--- src/rtl/wbuf_pkg.sv ---
`timescale 1ns/1ps
package wbuf_pkg;

  typedef enum logic [1:0] {
    PH_IDLE  = 2'd0,
    PH_DRAIN = 2'd1,
    PH_TURN  = 2'd2
  } phase_t;

  // selected position is usable only when it names a live entry
  function automatic bit sel_usable(input bit en, input int unsigned idx,
                                    input int unsigned occ);
    return en && (idx < occ);
  endfunction

  // a burst closes after its last allowed issue or when the queue runs dry
  function automatic bit burst_done(input int unsigned issued_after,
                                    input int unsigned occ_after,
                                    input int unsigned thresh);
    return (occ_after == 0) || (issued_after > thresh);
  endfunction

endpackage

--- src/rtl/wbuf_store.sv ---
`timescale 1ns/1ps
module wbuf_store #(
  parameter int AW    = 16,
  parameter int DEPTH = 8,
  localparam int CW   = $clog2(DEPTH + 1),
  localparam int IW   = $clog2(DEPTH)
) (
  input  logic          clk,
  input  logic          rst_n,
  input  logic          push,
  input  logic [AW-1:0] push_addr,
  input  logic          pop,
  input  logic [IW-1:0] pop_idx,
  input  logic [AW-1:0] look_addr,
  output logic [CW-1:0] occ,
  output logic [CW-1:0] occ_next,
  output logic [AW-1:0] pop_addr,
  output logic          look_hit,
  output logic [IW-1:0] look_pos
);

  logic [AW-1:0] slot   [DEPTH];
  logic [AW-1:0] slot_n [DEPTH];
  logic [CW-1:0] base;

  assign base     = occ - CW'(pop);
  assign occ_next = base + CW'(push);
  assign pop_addr = slot[pop_idx];

  // close the gap left by the issued entry, then append the new one
  always_comb begin
    for (int i = 0; i < DEPTH; i++) begin
      if (pop && (i >= int'(pop_idx)) && (i < DEPTH - 1)) slot_n[i] = slot[i+1];
      else                                                slot_n[i] = slot[i];
    end
    if (push) slot_n[base[IW-1:0]] = push_addr;
  end

  // later positions overwrite earlier ones: youngest match wins
  always_comb begin
    look_hit = 1'b0;
    look_pos = '0;
    for (int i = 0; i < DEPTH; i++) begin
      if ((i < int'(occ)) && (slot[i] == look_addr)) begin
        look_hit = 1'b1;
        look_pos = IW'(i);
      end
    end
  end

  always_ff @(posedge clk) begin
    if (!rst_n) begin
      occ <= '0;
      for (int i = 0; i < DEPTH; i++) slot[i] <= '0;
    end else begin
      occ <= occ_next;
      for (int i = 0; i < DEPTH; i++) slot[i] <= slot_n[i];
    end
  end

endmodule

--- src/rtl/wbuf_ctrl.sv ---
`timescale 1ns/1ps
module wbuf_ctrl
  import wbuf_pkg::*;
#(
  parameter int DEPTH  = 8,
  parameter int THRESH = 4,
  parameter int TWTR   = 3,
  localparam int CW    = $clog2(DEPTH + 1),
  localparam int BW    = $clog2(THRESH + 2),
  localparam int TW    = (TWTR > 1) ? $clog2(TWTR) : 1
) (
  input  logic          clk,
  input  logic          rst_n,
  input  logic [CW-1:0] occ,
  input  logic [CW-1:0] occ_next,
  input  logic          issue,
  input  logic          drain_req,
  input  logic          rd_pending,
  output logic          drain_on,
  output logic          turn_on
);

  phase_t        phase;
  logic [BW-1:0] issued;
  logic [TW-1:0] turn_left;
  logic          start_hi, start_sys, close_now;
  logic [BW-1:0] issued_n;

  assign start_hi  = occ > CW'(THRESH);
  assign start_sys = drain_req && !rd_pending && (occ != '0);
  assign issued_n  = issued + BW'(issue);
  assign close_now = (issue && burst_done(int'(issued_n), int'(occ_next), THRESH))
                     || (occ == '0);

  assign drain_on = (phase == PH_DRAIN);
  assign turn_on  = (phase == PH_TURN);

  always_ff @(posedge clk) begin
    if (!rst_n) begin
      phase     <= PH_IDLE;
      issued    <= '0;
      turn_left <= '0;
    end else begin
      unique case (phase)
        PH_IDLE: begin
          issued <= '0;
          if (start_hi || start_sys) phase <= PH_DRAIN;
        end
        PH_DRAIN: begin
          issued <= issued_n;
          if (close_now) begin
            phase     <= PH_TURN;
            turn_left <= TW'(TWTR - 1);
          end
        end
        PH_TURN: begin
          if (turn_left == '0) phase <= PH_IDLE;
          else                 turn_left <= turn_left - 1'b1;
        end
        default: phase <= PH_IDLE;
      endcase
    end
  end

endmodule

--- src/rtl/post_wbuf.sv ---
`timescale 1ns/1ps
module post_wbuf
  import wbuf_pkg::*;
#(
  parameter int AW     = 16,
  parameter int DEPTH  = 8,
  parameter int THRESH = 4,
  parameter int TWTR   = 3,
  localparam int CW    = $clog2(DEPTH + 1),
  localparam int IW    = $clog2(DEPTH)
) (
  input  logic          clk,
  input  logic          rst_n,
  input  logic          wr_valid,
  input  logic [AW-1:0] wr_addr,
  output logic          wr_ack,
  output logic          wr_reject,
  output logic          wr_retry,
  input  logic          rd_valid,
  input  logic [AW-1:0] rd_addr,
  output logic          rd_hit,
  output logic [IW-1:0] rd_pos,
  input  logic          sel_en,
  input  logic [IW-1:0] sel_idx,
  input  logic          bus_free,
  output logic          cmd_valid,
  output logic [AW-1:0] cmd_addr,
  input  logic          drain_req,
  input  logic          rd_pending,
  output logic          reads_blocked
);

  logic [CW-1:0] occ, occ_next;
  logic          full, issue, drain_on, turn_on, look_hit;
  logic [IW-1:0] pick;
  logic          retry_flag;

  assign full      = (occ == CW'(DEPTH));
  assign wr_ack    = wr_valid && !full;
  assign wr_reject = wr_valid && full;
  assign pick      = sel_usable(sel_en, int'(sel_idx), int'(occ)) ? sel_idx : '0;
  assign cmd_valid = drain_on && (occ != '0);
  assign issue     = cmd_valid && bus_free;
  assign rd_hit    = rd_valid && look_hit;
  assign reads_blocked = drain_on || turn_on;

  wbuf_store #(.AW(AW), .DEPTH(DEPTH)) u_store (
    .clk(clk), .rst_n(rst_n),
    .push(wr_ack), .push_addr(wr_addr),
    .pop(issue), .pop_idx(pick),
    .look_addr(rd_addr),
    .occ(occ), .occ_next(occ_next),
    .pop_addr(cmd_addr),
    .look_hit(look_hit), .look_pos(rd_pos)
  );

  wbuf_ctrl #(.DEPTH(DEPTH), .THRESH(THRESH), .TWTR(TWTR)) u_ctrl (
    .clk(clk), .rst_n(rst_n),
    .occ(occ), .occ_next(occ_next), .issue(issue),
    .drain_req(drain_req), .rd_pending(rd_pending),
    .drain_on(drain_on), .turn_on(turn_on)
  );

  // a refused writer is told to resend once an issue frees a slot
  always_ff @(posedge clk) begin
    if (!rst_n) begin
      retry_flag <= 1'b0;
      wr_retry   <= 1'b0;
    end else begin
      retry_flag <= (retry_flag || wr_reject) && !issue;
      wr_retry   <= (retry_flag || wr_reject) && issue;
    end
  end

endmodule

--- config.mk ---
export PLATFORM = sky130hd
export DESIGN_NAME = post_wbuf
export DESIGN_NICKNAME = d
export VERILOG_FILES = /design/src/rtl/wbuf_pkg.sv /design/src/rtl/wbuf_store.sv /design/src/rtl/wbuf_ctrl.sv /design/src/rtl/post_wbuf.sv
export SDC_FILE = /design/constraint.sdc
export NUM_CORES = 1
export LEC_CHECK = 0
export BUFFER_PORTS_ARGS = -buffer_cell sky130_fd_sc_hd__buf_2
export CAP_MARGIN = 20
export CORE_AREA = 2 2 170 172
export CTS_CLUSTER_DIAMETER = 120
export DETAILED_ROUTE_END_ITERATION = 8
export DIE_AREA = 0 0 172 174
export GPL_TIMING_DRIVEN = 0
export SETUP_SLACK_MARGIN = 0.4
export SLEW_MARGIN = 30
export SYNTH_ARGS = -nofsm -noshare
export SYNTH_HDL_FRONTEND = slang
export SYNTH_HIERARCHICAL = 1
export SYNTH_SLANG_ARGS = --single-unit
--- constraint.sdc ---
create_clock -name clk -period 2.6 [get_ports clk]
set_input_delay 0.13 -clock clk [delete_from_list [all_inputs] [get_ports clk]]
set_output_delay 0.13 -clock clk [all_outputs]
set_load 0.01 [all_outputs]
==> qor.csv, run 1 <==
metric;value;unit
status;complete, but fails checks;
failing checks;negative setup slack;
first-pass GRT wire length;49.0;mm
Slew @ Worst Pin;0.767;ns
Net count, final;1151;
core area;28200;um^2
Leakage Power;6.39;nW
final wirelength;33.7;mm
Pre-antenna DRT Iters;5;
CTS tree;done;
clk_lat worst skew;0.43;ns
vias in the first global route;7954;
Worst Setup Start Kind;flip-flop;
WP depth;12;
switching share of power;30.7;%
Critical Path RT;2.92;ns
P&R area growth vs syn;34.1;%
IO Count;68;
synth warn;6;
Arr. time, crit path;3.17;ns
largest net degree at the start of global routing;17;
CP top delay family;simple AND/OR/NAND/NOR gates;
Rows;62;
Hold Vio Cnt, Final;0;
r2r worst-path depth;12;
Post-synth ARST share;0;%
slack of the worst reg-to-reg path;-0.25;ns
CP peak stage delay;0.51;ns
Slowest-stage cell, CP;or4_4;
Peak Freq;350;MHz
Psw;0.00206;W
n_diodes;0;
Hold/Removal Path Class;in2reg;
Slew Viols, Final;0;
die height;174;um
Detail Placement HPWL;24.5;mm
final setup vio count;143;
Net Count, Synth;1020;
Yosys cell types;56;
Cell Area, Synth;9380;um^2
Max Cap Viol;0;
die area;29900;um^2
initial antenna violation count;0;
CP startpoint;u_store/occ[1]$_SDFF_PN0_;
period utilization;110;%
minimum clock period;2.85;ns
Clock power frac;39.1;%
most common cell after layout, fill and taps aside;nand2_1;
CP endpoint;u_store/slot[2][13]$_SDFF_PN0_;
Clock Pin Slew Worst Setup and Hold Paths;0.07;ns
crit end category;flip-flop;
vias per cell;5.51;
wire length per cell;22.6;um
worst-path fanout max;7;
power density over the cells;532;nW/um^2
RSZ-0062 raised after global routing;true;
Pint;0.00463;W
sequential power share;36.4;%
Comb pwr share;24.5;%
Seq cells post-synth;141;
routability cong.;0.997;
cts bufs inserted;17;
syn avg cell area;9.69;um^2
post-synthesis instance total;968;
fraction of layout cells with a size suffix above 1;31.2;%
post-route antenna net violation count;0;
Cell Chain, Critical Path;buf_8 -> or4_4 -> and3_4 -> ha_4 -> ha_4 -> buf_6 -> xor2_4 -> buf_6 -> nor2_4 -> nand3_4 -> buf_8 -> o211a_1;
most frequent cells in the layout;nand2_1, dfxtp_1, mux2i_1, o211a_1, xor2_1;
IO Port Bufs;35;
Die X;172;um
Post-synth top flop;dfxtp_1;
residual DRC count;0;
hold depth;3;
sequential-to-total area share from yosys stat;30.1;%
Worst IR Drop VDD;0.445;mV
CTS Buffer Depth;2;
CTS root buf;clkbuf_16;
Post-synth EDFFs;0;
Final Worst Setup Slack;-0.254;ns
crit path kind;reg2reg;
Setup TNS;-17.37;ns
clock sink count;141;
H-tree levels;4;
DR vias;8232;
gr usage total;22.1;%
Slew HR;48.9;%
initial DRC count;791;
GRT overflow;0;
Initial Util;33.2;%
Critical R2R Capture;u_store/slot[2][13]$_SDFF_PN0_;
FF-to-FF Start;u_store/occ[1]$_SDFF_PN0_;
Util after Layout;44.5;%
clock skew;0.0155;ns
worst path buffer plus inverter count;4;
cells by family after synthesis:
logic type | Yosys count | share of synthesized area [%]
buf+inv | 105 | 5.88
compound gates | 162 | 15.6
fa+ha+maj | 9 | 1.20
flops | 141 | 30.1
mux | 160 | 21.6
simple gates | 256 | 12.9
xor+xnor | 135 | 12.7
final cells by class:
cell class | instances | area [um^2]
clock buffers | 18 | 439
flip-flops and latches | 141 | 2840
fillers | 2698 | 15700
clock inverters | 13 | 178
multi-input cells | 722 | 6540
well taps | 384 | 480
plain buffers | 93 | 886
repair buffers | 112 | 1160
inverters | 12 | 47.5
per-layer routing:
metal | global-route usage (%) | up-vias | part of all wire [%]
li1 | - | 3736 | -
met1 | 31.5 | 4114 | 45
met2 | 34.2 | 346 | 45
met3 | 4.71 | 36 | 8.9
met4 | 4.90 | 0 | 1.4
met5 | 0 | - | 0
power by group through the flow:
stage          sequential, W  combinational, W  clock (W)
2_1_floorplan        0.00242          0.000886          0
3_3_place_gp         0.00249           0.00121          0
3_5_place_dp         0.00249           0.00122          0
4_1_cts              0.00243           0.00145    0.00266
5_1_grt              0.00245           0.00174    0.00276
6_report             0.00244           0.00164    0.00262
tightest hold or removal path: cells and delay by family:
kind,cells,cell delay (ns)
buffers and inverters,1,0.16
and+or+nand+nor,1,0.06
AOI/OAI and AO/OA,1,0.05
timing repair:
| action | in CTS | in global routing |
|---|---|---|
| endpoints found under the hold margin | 2 | 0 |
| cloned | 9 | 7 |
| setup endpoints to repair | 155 | 157 |
| pin swaps | 15 | 30 |
| setup buffers | 26 | 34 |
| resized for setup | 133 | 97 |
| hold buffers | 1 | 0 |
worst min-delay path by stage:
stage / startpoint / endpoint
3_3_place_gp: rst_n / u_ctrl/turn_left[0]$_SDFFE_PN0P_
3_5_place_dp: rst_n / u_ctrl/turn_left[0]$_SDFFE_PN0P_
4_1_cts: wr_addr[8] / flip-flop
6_report: wr_addr[8] / flip-flop
2_1_floorplan: rst_n / u_ctrl/turn_left[0]$_SDFFE_PN0P_
5_1_grt: wr_addr[8] / flip-flop
cells in the mapped netlist, types with 3 or more instances:
library cell	instances	share of area, %
nand2_1	154	6.2
and2_1	7	0.47
dfxtp_1	141	30
a21oi_1	12	0.64
nor2_1	12	0.48
nand2b_1	3	0.20
nand4_1	14	0.93
xnor2_1	37	3.5
xor2_1	97	9.1
mux2_2	16	1.9
ha_1	9	1.2
mux4_2	32	7.7
nand3_1	13	0.69
o211a_1	112	12
inv_1	12	0.48
mux2i_1	112	12
nor2b_1	10	0.67
buf_4	16	1.3
nor4_1	22	1.5
buf_2	21	1.1
nor3_1	3	0.16
o21ai_0	6	0.32
clkbuf_1	44	1.8
a21boi_0	15	1.2
buf_6	7	0.84
stage by stage:
step | cell area, um^2 | total power [W] | hold WS [ns] | setup slack (ns) | std cells
6_report | 12600 | 0.00669 | 0.00919 | -0.254 | 1495
5_1_grt | 12600 | 0.00695 | 0.00912 | -0.301 | 1495
4_1_cts | 11800 | 0.00654 | 0.00405 | -0.224 | 1454
3_5_place_dp | 10300 | 0.00371 | 0.447 | -0.325 | 1387
3_3_place_gp | 10300 | 0.00369 | 0.446 | -0.300 | 1387
2_1_floorplan | 9630 | 0.00331 | 0.246 | -0.00518 | 968
Note: power is estimated with default switching activity, not from simulation.
==> run 2: changes to the inputs <==
--- a/config.mk
+++ b/config.mk
@@ -11,8 +11,11 @@
 export CTS_CLUSTER_DIAMETER = 120
 export DETAILED_ROUTE_END_ITERATION = 8
 export DIE_AREA = 0 0 172 174
+export GPL_ROUTABILITY_DRIVEN = 0
 export GPL_TIMING_DRIVEN = 0
+export REMOVE_ABC_BUFFERS = 1
 export SETUP_SLACK_MARGIN = 0.4
+export SKIP_CTS_REPAIR_TIMING = 1
 export SLEW_MARGIN = 30
 export SYNTH_ARGS = -nofsm -noshare
 export SYNTH_HDL_FRONTEND = slang
==> run 2 against run 1 <==
The run still ends with negative setup slack left. Die area stayed put. Final cell count down 2.7%. Worst hold slack improved by 0.0099 ns. Critical path type is now reg2out.
==> qor.csv, run 2 (same netlist as run 1, synthesis figures left out) <==
metric;value;unit;change
Critical R2R Capture;u_ctrl/phase[0]$_SDFFE_PN0P_;;
most common cell after layout, fill and taps aside;dfxtp_1;;
initial DRC count;946;;+20%
initial antenna violation count;1;;+1
Max Cap Viol;0;;unchanged
clock sink count;141;;unchanged
GRT overflow;0;;unchanged
crit path kind;reg2out;;
clk_lat worst skew;0.43;ns;about the same
Hold/Removal Path Class;in2reg;;
P&R area growth vs syn;32.4;%;
IO Count;68;;unchanged
CP top delay family;multiplexers;;
die height;174;um;unchanged
wire length per cell;23.1;um;+2.3%
Hold Vio Cnt, Final;0;;unchanged
worst-path fanout max;9;;+2
status;complete, but fails checks;;
Cell Chain, Critical Path;nand2b_1 -> a21o_4 -> a21oi_4 -> clkbuf_16 -> buf_16 -> mux4_2 -> mux2_4 -> buf_6;;
Pre-antenna DRT Iters;7;;+2
post-placement setup slack;-1.25;ns;-0.928 ns
Detail Placement HPWL;20.7;mm;-15%
die area;29900;um^2;unchanged
power density over the cells;543;nW/um^2;+2.1%
cts bufs inserted;17;;unchanged
Worst IR Drop VDD;0.376;mV;-16%
CP peak stage delay;0.54;ns;+0.03 ns
Slew Viols, Final;0;;unchanged
hold depth;3;;unchanged
final setup vio count;125;;-13%
CTS tree;done;;
Worst Setup Start Kind;flip-flop;;
clock skew;0.0115;ns;-0.00398 ns
vias per cell;5.67;;+2.9%
core area;28200;um^2;unchanged
period utilization;113;%;+3.7 points
IO Port Bufs;67;;+91%
largest net degree at the start of global routing;72;;+55
CTS root buf;clkbuf_16;;
hold path startpoint;wr_addr[0];;
failing checks;negative setup slack;;
Peak Freq;339;MHz;-3.3%
first-pass GRT wire length;44.0;mm;-10%
Final Worst Setup Slack;-0.350;ns;-0.0961 ns
Arr. time, crit path;2.82;ns;-0.35 ns
Rows;62;;unchanged
worst path buffer plus inverter count;3;;-1
slack of the worst reg-to-reg path;-0.31;ns;-0.06 ns
crit end category;output pin;;
Hold Worst Slack;0.0191;ns;+0.00990 ns
gr usage total;19.7;%;-2.4 points
minimum clock period;2.95;ns;+0.0961 ns
Critical Path RT;2.47;ns;-0.45 ns
fraction of layout cells with a size suffix above 1;33.2;%;+1.9 points
H-tree levels;4;;unchanged
n_diodes;0;;unchanged
Slew @ Worst Pin;0.532;ns;-0.235 ns
Initial Util;33.2;%;unchanged
Slew HR;64.4;%;+16 points
Slowest-stage cell, CP;mux4_2;;
final wirelength;33.6;mm;-0.54%
r2r worst-path depth;13;;+1
most frequent cells in the layout;dfxtp_1, nand2_1, o211a_1, mux2i_1, xor2_1;;
RSZ-0062 raised after global routing;true;;
residual DRC count;0;;unchanged
vias in the first global route;7093;;-11%
Leakage Power;6.23;nW;-2.4%
Clock Pin Slew Worst Setup and Hold Paths;0.06;ns;about the same
Die X;172;um;unchanged
Setup TNS;-19.46;ns;-2.09 ns
DR vias;8237;;+0.061%
post-route antenna net violation count;0;;unchanged
FF-to-FF Start;u_store/occ[1]$_SDFF_PN0_;;
Net count, final;1111;;-3.5%
CTS Buffer Depth;2;;unchanged
==> run 2: cell count changes in the layout (fill, tap and decap cells not counted), moves of 7 or more <==
cell | before | now
buf_6 | 45 | 35
buf_8 | 28 | 6
nand2_2 | 9 | 19
clkbuf_1 | 21 | 1
nand2_1 | 141 | 127
buf_16 | 1 | 8
buf_2 | 30 | 54
buf_4 | 56 | 43
==> run 2: routing by layer <==
layer	GRT usage (%)	wire, um
met3	3.87	2460
met1	27.5	14300
met4	6.37	1630
met5	0	13
met2	30.4	15200
==> run 2: worst reg2reg max path: stages, from the launching register on <==
cell       delay (ns)
dfxtp_4          0.35
buf_4            0.14
or4_4            0.47
and3_4           0.21
ha_4             0.18
ha_4             0.29
buf_6            0.14
nor2_4           0.12
nand2_2          0.08
xnor2_2          0.15
nor3_2           0.21
a2bb2oi_2        0.10
and3_4           0.20
o21a_1           0.16
==> run 2: area by class of cell <==
class | count | area (um^2)
sequential | 141 | 2840
inverter | 12 | 50.0
tap | 384 | 480
clock inverter | 11 | 191
clock buffer | 19 | 443
timing repair buffer | 162 | 1640
fill | 2687 | 15800
multi-input combinational | 725 | 6770
==> run 2: how the worst max path moves through the flow <==
stage | from | cells past startpoint | end | slack, ns
after floorplan | u_store/occ[1]$_SDFF_PN0_ | 8 | u_store/slot[4][0]$_SDFF_PN0_ | -2.69
after CTS | u_store/occ[2]$_SDFF_PN0_ | 12 | u_store/slot[4][3]$_SDFF_PN0_ | -1.29
final | u_store/occ[0]$_SDFF_PN0_ | 8 | cmd_addr[3] | -0.35
after global routing | u_store/occ[2]$_SDFF_PN0_ | 16 | u_store/slot[4][3]$_SDFF_PN0_ | -0.41
after detailed placement | u_store/occ[2]$_SDFF_PN0_ | 12 | u_store/slot[4][6]$_SDFF_PN0_ | -1.25
after global placement | u_store/occ[1]$_SDFF_PN0_ | 9 | u_store/slot[4][4]$_SDFF_PN0_ | -6.32
==> run 2: report_power, final <==
group,switching (W),internal [W]
logic,0.000853,0.000780
registers,0.000144,0.00228
clock network,0.000969,0.00172
==> run 2: per-stage QoR <==
stage,area [um^2],util (%),total power [W],std cells
CTS,10800,38.2,0.00634,1374
detailed placement,10200,36.0,0.00365,1344
floorplan,8870,-,0.00313,875
global placement,9690,34.3,0.00357,1326
finish,12400,44.0,0.00674,1454
global route,12400,44.0,0.00698,1454
